`src/rtl/smac_pkg.sv`:
```
package smac_pkg;
  localparam int unsigned OPA_W_DEF = 12;
  localparam int unsigned OPB_W_DEF = 8;
  localparam int unsigned SUM_W_DEF = 27;

  typedef enum logic [1:0] {
    CLAMP_NONE = 2'd0,
    CLAMP_HI   = 2'd1,
    CLAMP_LO   = 2'd2
  } clamp_kind_e;
endpackage

```
`src/rtl/smac_mult_stage.sv`:
```
module smac_mult_stage #(
  parameter int unsigned OPA_W = 12,
  parameter int unsigned OPB_W = 8,
  localparam int unsigned PROD_W = OPA_W + OPB_W
) (
  input  logic              clk,
  input  logic              rst_n,
  input  logic              clr,
  input  logic              nd,
  input  logic [OPA_W-1:0]  op_a,
  input  logic [OPB_W-1:0]  op_b,
  output logic [PROD_W-1:0] prod_q,
  output logic              rdy_q
);
  logic [PROD_W-1:0] prod_d;
  logic              prod_en;
  logic              rdy_d;

  always_comb begin
    prod_en = clr | nd;
    rdy_d   = nd & ~clr;
    if (clr) prod_d = '0;
    else     prod_d = PROD_W'($signed(op_a) * $signed(op_b));
  end

  always_ff @(posedge clk or negedge rst_n) begin
    if (!rst_n) begin
      prod_q <= '0;
      rdy_q  <= 1'b0;
    end else begin
      rdy_q <= rdy_d;
      if (prod_en) prod_q <= prod_d;
    end
  end


  rdy_after_nd_chk: assert property (@(posedge clk) disable iff (!rst_n)
    (nd && !clr) |=> rdy_q);

  rdy_killed_by_clr_chk: assert property (@(posedge clk) disable iff (!rst_n)
    clr |=> !rdy_q);
endmodule

```
`src/rtl/smac_sat_add.sv`:
```
module smac_sat_add
  import smac_pkg::*;
#(
  parameter int unsigned PROD_W = 20,
  parameter int unsigned SUM_W  = 27,
  localparam int unsigned CHK_W = SUM_W + 1
) (
  input  logic [SUM_W-1:0]  acc_in,
  input  logic [PROD_W-1:0] prod_in,
  output logic [SUM_W-1:0]  sum_out,
  output clamp_kind_e       kind
);
  localparam logic [SUM_W-1:0] POS_LIM = {1'b0, {(SUM_W-1){1'b1}}};
  localparam logic [SUM_W-1:0] NEG_LIM = {1'b1, {(SUM_W-1){1'b0}}};

  logic [CHK_W-1:0] acc_ext;
  logic [CHK_W-1:0] prod_ext;
  logic [CHK_W-1:0] chk;

  generate
    if (PROD_W >= CHK_W) begin : g_prod_trunc
      assign prod_ext = prod_in[CHK_W-1:0];
    end else begin : g_prod_sext
      assign prod_ext = {{(CHK_W-PROD_W){prod_in[PROD_W-1]}}, prod_in};
    end
  endgenerate

  always_comb begin
    acc_ext = {acc_in[SUM_W-1], acc_in};
    chk     = acc_ext + prod_ext;
    if (chk[CHK_W-1] == chk[CHK_W-2]) begin
      kind    = CLAMP_NONE;
      sum_out = chk[SUM_W-1:0];
    end else if (!chk[CHK_W-1]) begin
      kind    = CLAMP_HI;
      sum_out = POS_LIM;
    end else begin
      kind    = CLAMP_LO;
      sum_out = NEG_LIM;
    end
  end
endmodule

```
`src/rtl/smac_accum.sv`:
```
module smac_accum
  import smac_pkg::*;
#(
  parameter int unsigned PROD_W  = 20,
  parameter int unsigned SUM_W   = 27,
  parameter bit          FLAG_EN = 1'b1
) (
  input  logic              clk,
  input  logic              rst_n,
  input  logic              clr,
  input  logic              rdy,
  input  logic [PROD_W-1:0] prod,
  output logic [SUM_W-1:0]  acc_q,
  output logic              sat_flag
);
  logic [SUM_W-1:0] sum_nx;
  logic [SUM_W-1:0] acc_d;
  logic             acc_en;
  clamp_kind_e      kind;

  smac_sat_add #(.PROD_W(PROD_W), .SUM_W(SUM_W)) u_sat_add (
    .acc_in  (acc_q),
    .prod_in (prod),
    .sum_out (sum_nx),
    .kind    (kind)
  );

  always_comb begin
    acc_en = clr | rdy;
    acc_d  = clr ? '0 : sum_nx;
  end

  always_ff @(posedge clk or negedge rst_n) begin
    if (!rst_n) acc_q <= '0;
    else if (acc_en) acc_q <= acc_d;
  end

  generate
    if (FLAG_EN) begin : g_flag
      logic flag_d;
      logic flag_en;
      always_comb begin
        flag_en = clr | (rdy & (kind != CLAMP_NONE));
        flag_d  = ~clr;
      end
      always_ff @(posedge clk or negedge rst_n) begin
        if (!rst_n) sat_flag <= 1'b0;
        else if (flag_en) sat_flag <= flag_d;
      end


      flag_sticky_chk: assert property (@(posedge clk) disable iff (!rst_n)
        (sat_flag && !clr) |=> sat_flag);
    end else begin : g_noflag
      assign sat_flag = 1'b0;
    end
  endgenerate


  hold_when_idle_chk: assert property (@(posedge clk) disable iff (!rst_n)
    (!rdy && !clr) |=> $stable(acc_q));

  clear_zero_chk: assert property (@(posedge clk) disable iff (!rst_n)
    clr |=> (acc_q == '0) && !sat_flag);

  no_wrap_up_chk: assert property (@(posedge clk) disable iff (!rst_n)
    (rdy && !clr && !prod[PROD_W-1]) |=> ($signed(acc_q) >= $signed($past(acc_q))));

  no_wrap_down_chk: assert property (@(posedge clk) disable iff (!rst_n)
    (rdy && !clr && prod[PROD_W-1]) |=> ($signed(acc_q) <= $signed($past(acc_q))));
endmodule

```
`src/rtl/smac_unit.sv`:
```
module smac_unit
  import smac_pkg::*;
#(
  parameter int unsigned OPA_W   = OPA_W_DEF,
  parameter int unsigned OPB_W   = OPB_W_DEF,
  parameter int unsigned SUM_W   = SUM_W_DEF,
  parameter bit          FLAG_EN = 1'b1
) (
  input  logic             clk,
  input  logic             rst_n,
  input  logic             clr,
  input  logic             nd,
  input  logic [OPA_W-1:0] op_a,
  input  logic [OPB_W-1:0] op_b,
  output logic [SUM_W-1:0] acc_q,
  output logic             sat_flag
);
  localparam int unsigned PROD_W = OPA_W + OPB_W;

  logic [PROD_W-1:0] prod_q;
  logic              rdy_q;

  smac_mult_stage #(.OPA_W(OPA_W), .OPB_W(OPB_W)) u_mult (
    .clk    (clk),
    .rst_n  (rst_n),
    .clr    (clr),
    .nd     (nd),
    .op_a   (op_a),
    .op_b   (op_b),
    .prod_q (prod_q),
    .rdy_q  (rdy_q)
  );

  smac_accum #(.PROD_W(PROD_W), .SUM_W(SUM_W), .FLAG_EN(FLAG_EN)) u_accum (
    .clk      (clk),
    .rst_n    (rst_n),
    .clr      (clr),
    .rdy      (rdy_q),
    .prod     (prod_q),
    .acc_q    (acc_q),
    .sat_flag (sat_flag)
  );
endmodule

```
`config.mk`:
```
export PLATFORM = sky130hd
export DESIGN_NAME = smac_unit
export DESIGN_NICKNAME = d
export VERILOG_FILES = /design/src/rtl/smac_pkg.sv /design/src/rtl/smac_mult_stage.sv /design/src/rtl/smac_sat_add.sv /design/src/rtl/smac_accum.sv /design/src/rtl/smac_unit.sv
export SDC_FILE = /design/constraint.sdc
export NUM_CORES = 1
export LEC_CHECK = 0
export BUFFER_PORTS_ARGS = -buffer_cell sky130_fd_sc_hd__buf_2
export CORE_ASPECT_RATIO = 1.25
export CORE_MARGIN = 1.5
export CORE_UTILIZATION = 35
export CTS_BUF_LIST = sky130_fd_sc_hd__clkbuf_8
export CTS_CLUSTER_SIZE = 12
export DETAILED_ROUTE_END_ITERATION = 16
export GPL_TIMING_DRIVEN = 0
export PLACE_DENSITY = 0.59
export SETUP_SLACK_MARGIN = 0.05
export SLEW_MARGIN = 15
export SYNTH_ARGS = -nofsm -noshare
export SYNTH_HDL_FRONTEND = slang
export SYNTH_SLANG_ARGS = --single-unit
```
`constraint.sdc`:
```
create_clock -name clk -period 4.55 [get_ports clk]
set_input_delay 0.91 -clock clk [delete_from_list [all_inputs] [get_ports clk]]
set_output_delay 0.91 -clock clk [all_outputs]
set_load 0.005 [all_outputs]
```
Word-level counts from Yosys, hierarchy flattened
Cells that the tools add are included.
{"block": "word_totals", "regBits": 49, "out_inout_bits": 28}
{"block": "classes", "add_sub_neg": 1, "mul": 1, "n_eq_ne": 1, "muxes": 6, "n_bitwise": 6, "n_reduce_logical": 1}
{"operator": "$mux 27", "n": 3}
{"operator": "$add 27x20->28", "n": 1}
{"operator": "$mul 12x8->20", "n": 1}
{"operator": "$mux 20", "n": 1}
{"operator": "$mux 2", "n": 2}
{"operator": "$or 1x1->1", "n": 3}
{"operator": "$and 1x1->1", "n": 2}
{"operator": "$reduce_bool 2->1", "n": 1}
{"operator": "$eq 1x1->1", "n": 1}
{"operator": "$not 1->1", "n": 1}

Logic depth before layout (Yosys ltp)
Gate-level depths: netlist (run 1).
{"block": "logic_depth", "word_depth": 6, "mapped_depth": 19, "depth_no_buf": 18}

Hierarchy
Synthesis (run 1) repeated with hierarchy kept, for this count alone.
{"block": "unflattened", "hier_cells": 796, "hier_area_um2": 7121.8}
{"mod": "smac_mult_stage", "n_inst": 1, "cells_per_inst": 491, "area_each_um2": 4386.7, "seq_area_each_um2": 525.5}
{"mod": "smac_sat_add", "n_inst": 1, "cells_per_inst": 214, "area_each_um2": 1579.0, "seq_area_each_um2": 0.0}
{"mod": "smac_accum", "n_inst": 1, "cells_per_inst": 91, "area_each_um2": 1156.1, "seq_area_each_um2": 700.7}

Least setup slack after synthesis (run 1)
No wires, ideal clock.
{"block": "synth_path", "path_type": "input port to flip-flop", "startpoint": "input port op_b[7]", "endpoint": "register u_mult.prod_q[19]", "arrival_time_ns": 5.351, "required_ns": 4.456, "slack_ns": -0.895, "path_stages": 18, "cell_sequence": "inv_1 -> clkbuf_1 -> nor2_1 -> fa_1 -> fa_1 -> fa_1 -> inv_1 -> fa_1 -> inv_1 -> ha_1 -> a21o_1 -> a21oi_1 -> o21ai_0 -> a41o_1 -> o41ai_1 -> o21ai_0 -> xnor2_1 -> a211oi_1"}
{"block": "synth_between", "elab_chain_len": 2}
{"item": "start, declared", "line": "smac_unit.sv:14", "rtl": "input logic [OPB_W-1:0] op_b,"}
{"item": "$mul 12x8->20", "line": "smac_mult_stage.sv:23", "rtl": "else prod_d = PROD_W'($signed(op_a) * $signed(op_b));"}
{"item": "$mux 20", "line": "smac_mult_stage.sv:22", "rtl": "if (clr) prod_d = '0;"}
{"item": "end signal, assigned", "line": "smac_mult_stage.sv:32", "rtl": "if (prod_en) prod_q <= prod_d;"}
{"item": "end, declared", "line": "smac_mult_stage.sv:12", "rtl": "output logic [PROD_W-1:0] prod_q,"}
Every way passes these cells.
A chain may end at the register's enable or synchronous reset.

Worst setup path in the final report (run 1)
{"block": "layout_path", "startpoint": "input port op_b[4]", "endpoint": "register u_mult.prod_q[19]"}
The elaborated chain is that of the path after synthesis.

==> impl_metrics.py, run 1 <==
metrics = {
    "placement": {
        "port_buffers": 49,
        "dp_hpwl_um": 13300,
        "gp_congestion": 0.864,
    },
    "cts": {
        "numCtsBuffers": 5,
        "cts_tree": "built",
        "cts_root_buf": "clkbuf_8",
        "hold_buffers": 0,
        "clkTransAtPathRegs_ps": 100,
        "clkSinkCount": 49,
        "clkLatencyLatePin_ps": 320,
        "htreeDepth": 2,
        "clock_path_buffers": 2,
    },
    "layout": {
        "layout_commonest_cell": "inv_1",
        "fill_cells": 1918,
        "final_nets": 1038,
        "syn_to_final_growth_pct": 24.5,
        "diodes": 0,
        "most-common-layout-cells": "100 x inv_1, 72 x fa_1, 52 x nor2_1, 49 x dfrtp_1, 46 x ha_1",
        "drive_gt1_share_pct": 25.4,
    },
    "timing": {
        "max_freq_mhz": 208,
        "finalCritPeriodShare_pct": 106,
        "setup_tns_ps": -1150,
        "finalHoldViolCount": 0,
        "setup_slack_ps": -269,
        "clock_skew_ps": 8.86,
        "rsz0062_at_grt": "yes",
        "slew_viol_final": 0,
        "fin_hold_ws_ps": 532,
        "setup_violations": 7,
        "slew_headroom_pct": 52.4,
        "tightest_slew_ps": 714,
        "min_period_ps": 4820,
    },
    "setup_path": {
        "end_kind": "register",
        "critPathRequiredTime_ps": 4780,
        "start_kind": "input port",
        "criticalPathCategory": "in2reg",
        "cp.arrival_ps": 5050,
        "worstPathMaxFanout": 8,
    },
    "logic_synthesis": {
        "ys.flop_type": "dfrtp_1",
        "ys_ff_latch": 49,
        "yosysSeqAreaShare_pct": 17.6,
        "syn_nets": 943,
        "synth_edf_count": 0,
        "synthCells": 775,
        "yosysUniqueCellTypes": 60,
        "synth_area_sq_um": 6960,
        "synth_warnings": 0,
        "syn_area_per_cell_sq_um": 8.98,
        "async_reset_ff_share_pct": 100,
    },
    "detailed_routing": {
        "first_pass_iters": 4,
        "wire_per_inst_um": 15.1,
        "finalWirelength_um": 17200,
        "vias_per_cell": 4.88,
        "route.vias.total": 5538,
        "initialDrtViolationCount": 171,
        "drc": 0,
        "ant_nets": 0,
    },
    "floorplanning": {
        "dieArea_sq_um": 20700,
        "die_h_um": 161,
        "io_pins": 52,
        "die_w_um": 129,
        "initial_utilization_pct": 35.7,
        "rows": 57,
        "core_area_sq_um": 19500,
    },
    "global_route": {
        "antenna_found_initial": 0,
        "grt_pass1_vias": 5766,
        "met1_usage_pct": 21.9,
        "use_met3_pct": 1.20,
        "grtUsageTotal_pct": 17.3,
        "grt_max_degree": 50,
        "grt-busiest-layer": "met2",
        "grt_pass1_wl_um": 28900,
        "globalRouteOverflowTotal": 0,
        "gr-usage-met2_pct": 31.7,
    },
    "hold_path": {
        "min_path_type": "reg2reg",
    },
    "outcome": {
        "violations": "negative setup slack",
        "status": "finished, violations left",
    },
    "power_and_ir_drop": {
        "p_leak_nw": 4.21,
        "pwr_density_cell_nw_per_um2": 501,
        "irDropWorstVdd_mv": 0.227,
    },
    "flow_run": {
        "maxCapViolations": 0,
    },
}
[through the flow]
stage / utilization, % / setup WS [ps] / std cells / power (mW) / cell area (sq um)
after floorplan: - / -317 / 775 / 2.95 / 7290
after global placement: 40.4 / -775 / 1089 / 3.48 / 7870
after detailed placement: 40.4 / -816 / 1089 / 3.51 / 7870
after CTS: 43.4 / -275 / 1125 / 4.11 / 8450
after global routing: 44.5 / -446 / 1136 / 4.81 / 8660
final: 44.5 / -269 / 1136 / 4.34 / 8660
[cells by family after synthesis]
family / share of synthesized area (%)
simple gates: 15.5
compound gates: 16.6
buf+inv: 8.65
fa+ha+maj: 35.0
flops: 17.6
xor+xnor: 4.91
mux: 1.74
[power by group]
part / leakage [nW] / internal (mW) / total (mW) / switching (mW)
clock network: 0.0506 / 0.115 / 0.290 / 0.175
registers: 0.661 / 0.534 / 0.619 / 0.0856
logic: 3.50 / 1.71 / 3.43 / 1.72
total: 4.21 / 2.36 / 4.34 / 1.98
[synthesized netlist by cell type, drive strengths merged (2+ instances only)]
| cell | instances | area share, % |
|---|---|---|
| a211o | 2 | 0.25 |
| a211oi | 17 | 1.8 |
| a21boi | 3 | 0.32 |
| a21o | 13 | 1.4 |
| a21oi | 36 | 2.8 |
| a221o | 21 | 3.0 |
| a22o | 3 | 0.38 |
| a2bb2oi | 2 | 0.34 |
| a311oi | 2 | 0.25 |
| a31oi | 3 | 0.27 |
| a41o | 2 | 0.29 |
| a41oi | 2 | 0.25 |
| and2 | 60 | 5.4 |
| and3 | 8 | 0.72 |
| buf | 8 | 0.81 |
| clkbuf | 19 | 1.0 |
| dfrtp | 49 | 18 |
| fa | 80 | 23 |
| ha | 64 | 12 |
| inv | 126 | 6.8 |
| maj3 | 3 | 0.43 |
| mux2i | 11 | 1.6 |
| nand2 | 55 | 3.1 |
| nand2b | 9 | 0.81 |
| nand3 | 10 | 0.72 |
| nor2 | 54 | 2.9 |
| nor2b | 5 | 0.45 |
| nor3 | 9 | 0.72 |
| o211ai | 6 | 0.65 |
| o21a | 4 | 0.43 |
| o21ai | 20 | 1.4 |
| o21bai | 8 | 0.86 |
| o22ai | 3 | 0.27 |
| o31a | 2 | 0.25 |
| o31ai | 3 | 0.40 |
| or2 | 2 | 0.18 |
| xnor2 | 29 | 3.7 |
| xor2 | 10 | 1.3 |
[final timing paths]
check / from / end / slack [ps] / cells past startpoint
min: u_mult.prod_q[13] / u_mult.prod_q[13] / 530 / 1
min in group asynchronous: rst_n / u_accum.acc_q[26] / 600 / 1
max: op_b[4] / u_mult.prod_q[19] / -270 / 19
min reg2reg: u_mult.prod_q[13] / u_mult.prod_q[13] / 530 / 1
max reg2reg: u_accum.acc_q[1] / u_accum.acc_q[13] / 1310 / 10
max in group asynchronous: rst_n / u_mult.rdy_q / 3530 / 1
[area by class of cell]
cell class	instances	area (sq um)	area share, %
inverters	126	483	5.58
clock inverters	3	28.8	0.332
plain buffers	27	249	2.87
well taps	265	332	3.83
repair buffers	88	683	7.89
multi-input cells	573	5590	64.6
clock buffers	5	68.8	0.794
flip-flops and latches	49	1230	14.2
[per-layer routing]
layer / up-vias / wire (um)
met1: 2676 / 7610
li1: 2762 / -
met2: 79 / 8910
met5: - / 0
met3: 21 / 370
met4: 0 / 294
[timing repair]
action / CTS / global route
cloned: 3 / 0
endpoints found under the setup margin: 7 / 10
pin swaps: 58 / 40
gates resized for setup: 64 / 49
buffers inserted: 25 / 11
[worst max-delay path: stages]
cell and delay (ps):
buf_8 70, clkbuf_16 150, nand2_4 50, fa_1 540, inv_2 40, fa_1 490, fa_1 490, inv_1 50
fa_1 510, inv_2 40, ha_4 220, a21o_1 170, a21oi_2 170, o21ai_1 100, a41o_1 260, o41ai_4 270
o21ai_1 130, xnor2_1 150, a211oi_1 220
[state kept, by name, indices dropped and copies added (netlist names)]
signal and count:
u_accum.acc_q 27, u_accum.sat_flag 1, u_mult.prod_q 20, u_mult.rdy_q 1
No activity file was read; power rests on OpenSTA's default activity.
==> run 2, diff against run 1 <==
BUFFER_PORTS_ARGS = default   (was -buffer_cell sky130_fd_sc_hd__buf_2)
DONT_BUFFER_PORTS = 1   (was default)
PLACE_DENSITY = 0.57   (was 0.59)
==> impl_metrics.py, run 2 (synthesis gave the netlist of run 1 again) <==
metrics = {
    "cts": {
        "clkLatencyLatePin_ps": 320,
        "clock_path_buffers": 2,
        "htreeDepth": 2,
        "numCtsBuffers": 5,
        "clkTransAtPathRegs_ps": 100,
        "cts_tree": "built",
        "cts_root_buf": "clkbuf_8",
        "clkSinkCount": 49,
    },
    "power_and_ir_drop": {
        "internal_power_mw": 2.03,
        "p_leak_nw": 3.76,
        "p_total_mw": 3.84,
        "switching_share_pct": 47.1,
        "pwr-share-comb_pct": 76.3,
        "pwr_density_cell_nw_per_um2": 488,
        "seqPwrFrac_pct": 16.6,
        "power.clock.fraction_pct": 7.2,
        "irDropWorstVdd_mv": 0.174,
        "power_switching_mw": 1.81,
    },
    "global_route": {
        "grtUsageTotal_pct": 17.1,
        "grt_pass1_vias": 5562,
        "grt_pass1_wl_um": 28200,
        "globalRouteOverflowTotal": 0,
        "grt_max_degree": 50,
        "antenna_found_initial": 0,
    },
    "detailed_routing": {
        "initialDrtViolationCount": 194,
        "vias_per_cell": 5.01,
        "route.vias.total": 5283,
        "finalWirelength_um": 16800,
        "wire_per_inst_um": 15.9,
        "ant_nets": 0,
        "first_pass_iters": 4,
        "drc": 0,
    },
    "timing": {
        "slew_headroom_pct": 51.8,
        "max_freq_mhz": 215,
        "finalHoldViolCount": 0,
        "clock_skew_ps": 3.03,
        "tightest_slew_ps": 722,
        "rsz0062_at_grt": "yes",
        "finalCritPeriodShare_pct": 102,
        "setup_tns_ps": -213,
        "setup_violations": 3,
        "slew_viol_final": 0,
        "min_period_ps": 4650,
        "setup_slack_ps": -101,
    },
    "setup_path": {
        "path_cells": "clkbuf_16 -> nand2_4 -> fa_1 -> fa_1 -> inv_2 -> fa_1 -> inv_1 -> fa_1 -> inv_2 -> ha_4 -> buf_4 -> a21oi_4 -> o21ba_4 -> o21ai_2 -> a41o_1 -> o41a_1 -> nand3_1 -> o211ai_1",
        "critPathRequiredTime_ps": 4750,
        "criticalPathCategory": "in2reg",
        "rr_worst_depth": 10,
        "crit_top_cell": "fa_1",
        "cp.arrival_ps": 4850,
        "start_kind": "input port",
        "cpPeakStageDelay_ps": 530,
        "cpMaxStageDelayCell": "fa_1",
        "end_kind": "register",
        "worstPathMaxFanout": 5,
    },
    "placement": {
        "port_buffers": 0,
        "dp_hpwl_um": 13400,
        "gp_congestion": 0.857,
    },
    "floorplanning": {
        "die_w_um": 129,
        "io_pins": 52,
        "dieArea_sq_um": 20700,
        "rows": 57,
        "core_area_sq_um": 19500,
        "initial_utilization_pct": 35.7,
        "die_h_um": 161,
    },
    "layout": {
        "fill_cells": 1979,
        "drive_gt1_share_pct": 13.3,
        "largest_reg_flops": 27,
        "final_nets": 956,
        "top_register": "u_accum.acc_q",
        "most-common-layout-cells": "109 x inv_1, 76 x fa_1, 53 x and2_1, 52 x nor2_1, 51 x ha_1",
        "layout_commonest_cell": "inv_1",
        "diodes": 0,
        "syn_to_final_growth_pct": 13.2,
        "reg.largest.list": "u_accum.acc_q (27), u_mult.prod_q (20)",
    },
    "hold_path": {
        "min_path_type": "in2async",
    },
    "outcome": {
        "status": "finished, violations left",
        "violations": "negative setup slack",
    },
    "flow_run": {
        "maxCapViolations": 0,
    },
}
run 2: timing repair:
action,in CTS,in global routing
setup buffers,4,0
hold buffers,0,0
resized for setup,19,9
pin swaps,16,8
cloned,2,0
endpoints found under the setup margin,5,7
endpoints found under the hold margin,0,0
run 2: worst paths after layout:
path                                   start                end  slack (ps)
hold reg to reg            u_mult.prod_q[13]  u_mult.prod_q[13]         520
max in group asynchronous              rst_n   u_accum.acc_q[3]        4180
hold / removal                         rst_n  u_accum.acc_q[21]         270
min in group clk           u_mult.prod_q[13]  u_mult.prod_q[13]         520
setup / recovery                     op_b[4]  u_mult.prod_q[18]        -100
setup reg to reg            u_accum.acc_q[1]   u_accum.acc_q[7]        1050
run 2: critical path: cells and delay by family:
kind	cells	cell delay [ps]
fa+ha+maj	5	2250
compound gates	6	1160
buf+inv	5	400
simple gates	2	150
run 2: per-stage QoR:
step | area [sq um] | setup WS, ps | utilization (%) | hold WS (ps) | cells
global placement | 7620 | -600 | 39.1 | 500 | 1040
global route | 7880 | -273 | 40.4 | 257 | 1054
finish | 7880 | -101 | 40.4 | 272 | 1054
detailed placement | 7620 | -653 | 39.1 | 506 | 1040
CTS | 7870 | -93.7 | 40.4 | 257 | 1054
floorplan | 7290 | -317 | - | 477 | 775
run 2: final cells by class:
| type | count | area, sq um | area share [%] |
|---|---|---|---|
| Multi-Input combinational cell | 573 | 5450 | 69.2 |
| Clock buffer | 5 | 68.8 | 0.874 |
| Clock inverter | 3 | 21.3 | 0.270 |
| Timing Repair Buffer | 6 | 57.6 | 0.731 |
| Tap cell | 265 | 332 | 4.21 |
| Inverter | 126 | 475 | 6.04 |
| Sequential cell | 49 | 1230 | 15.6 |
| Buffer | 27 | 248 | 3.15 |
run 2: power by group through the flow:
stage	registers [mW]	logic, mW	clock network [mW]
CTS	0.641	2.94	0.290
global placement	0.647	2.78	0
global route	0.653	3.33	0.300
detailed placement	0.650	2.80	0
finish	0.636	2.93	0.275
floorplan	0.606	2.35	0
run 2: routing by layer:
metal	global-route usage [%]	vias to the layer above	routed length, um
li1	-	2601	-
met1	21.6	2573	7490
met2	30.5	90	8460
met3	2.23	19	569
met4	3.88	0	257
met5	0	-	0
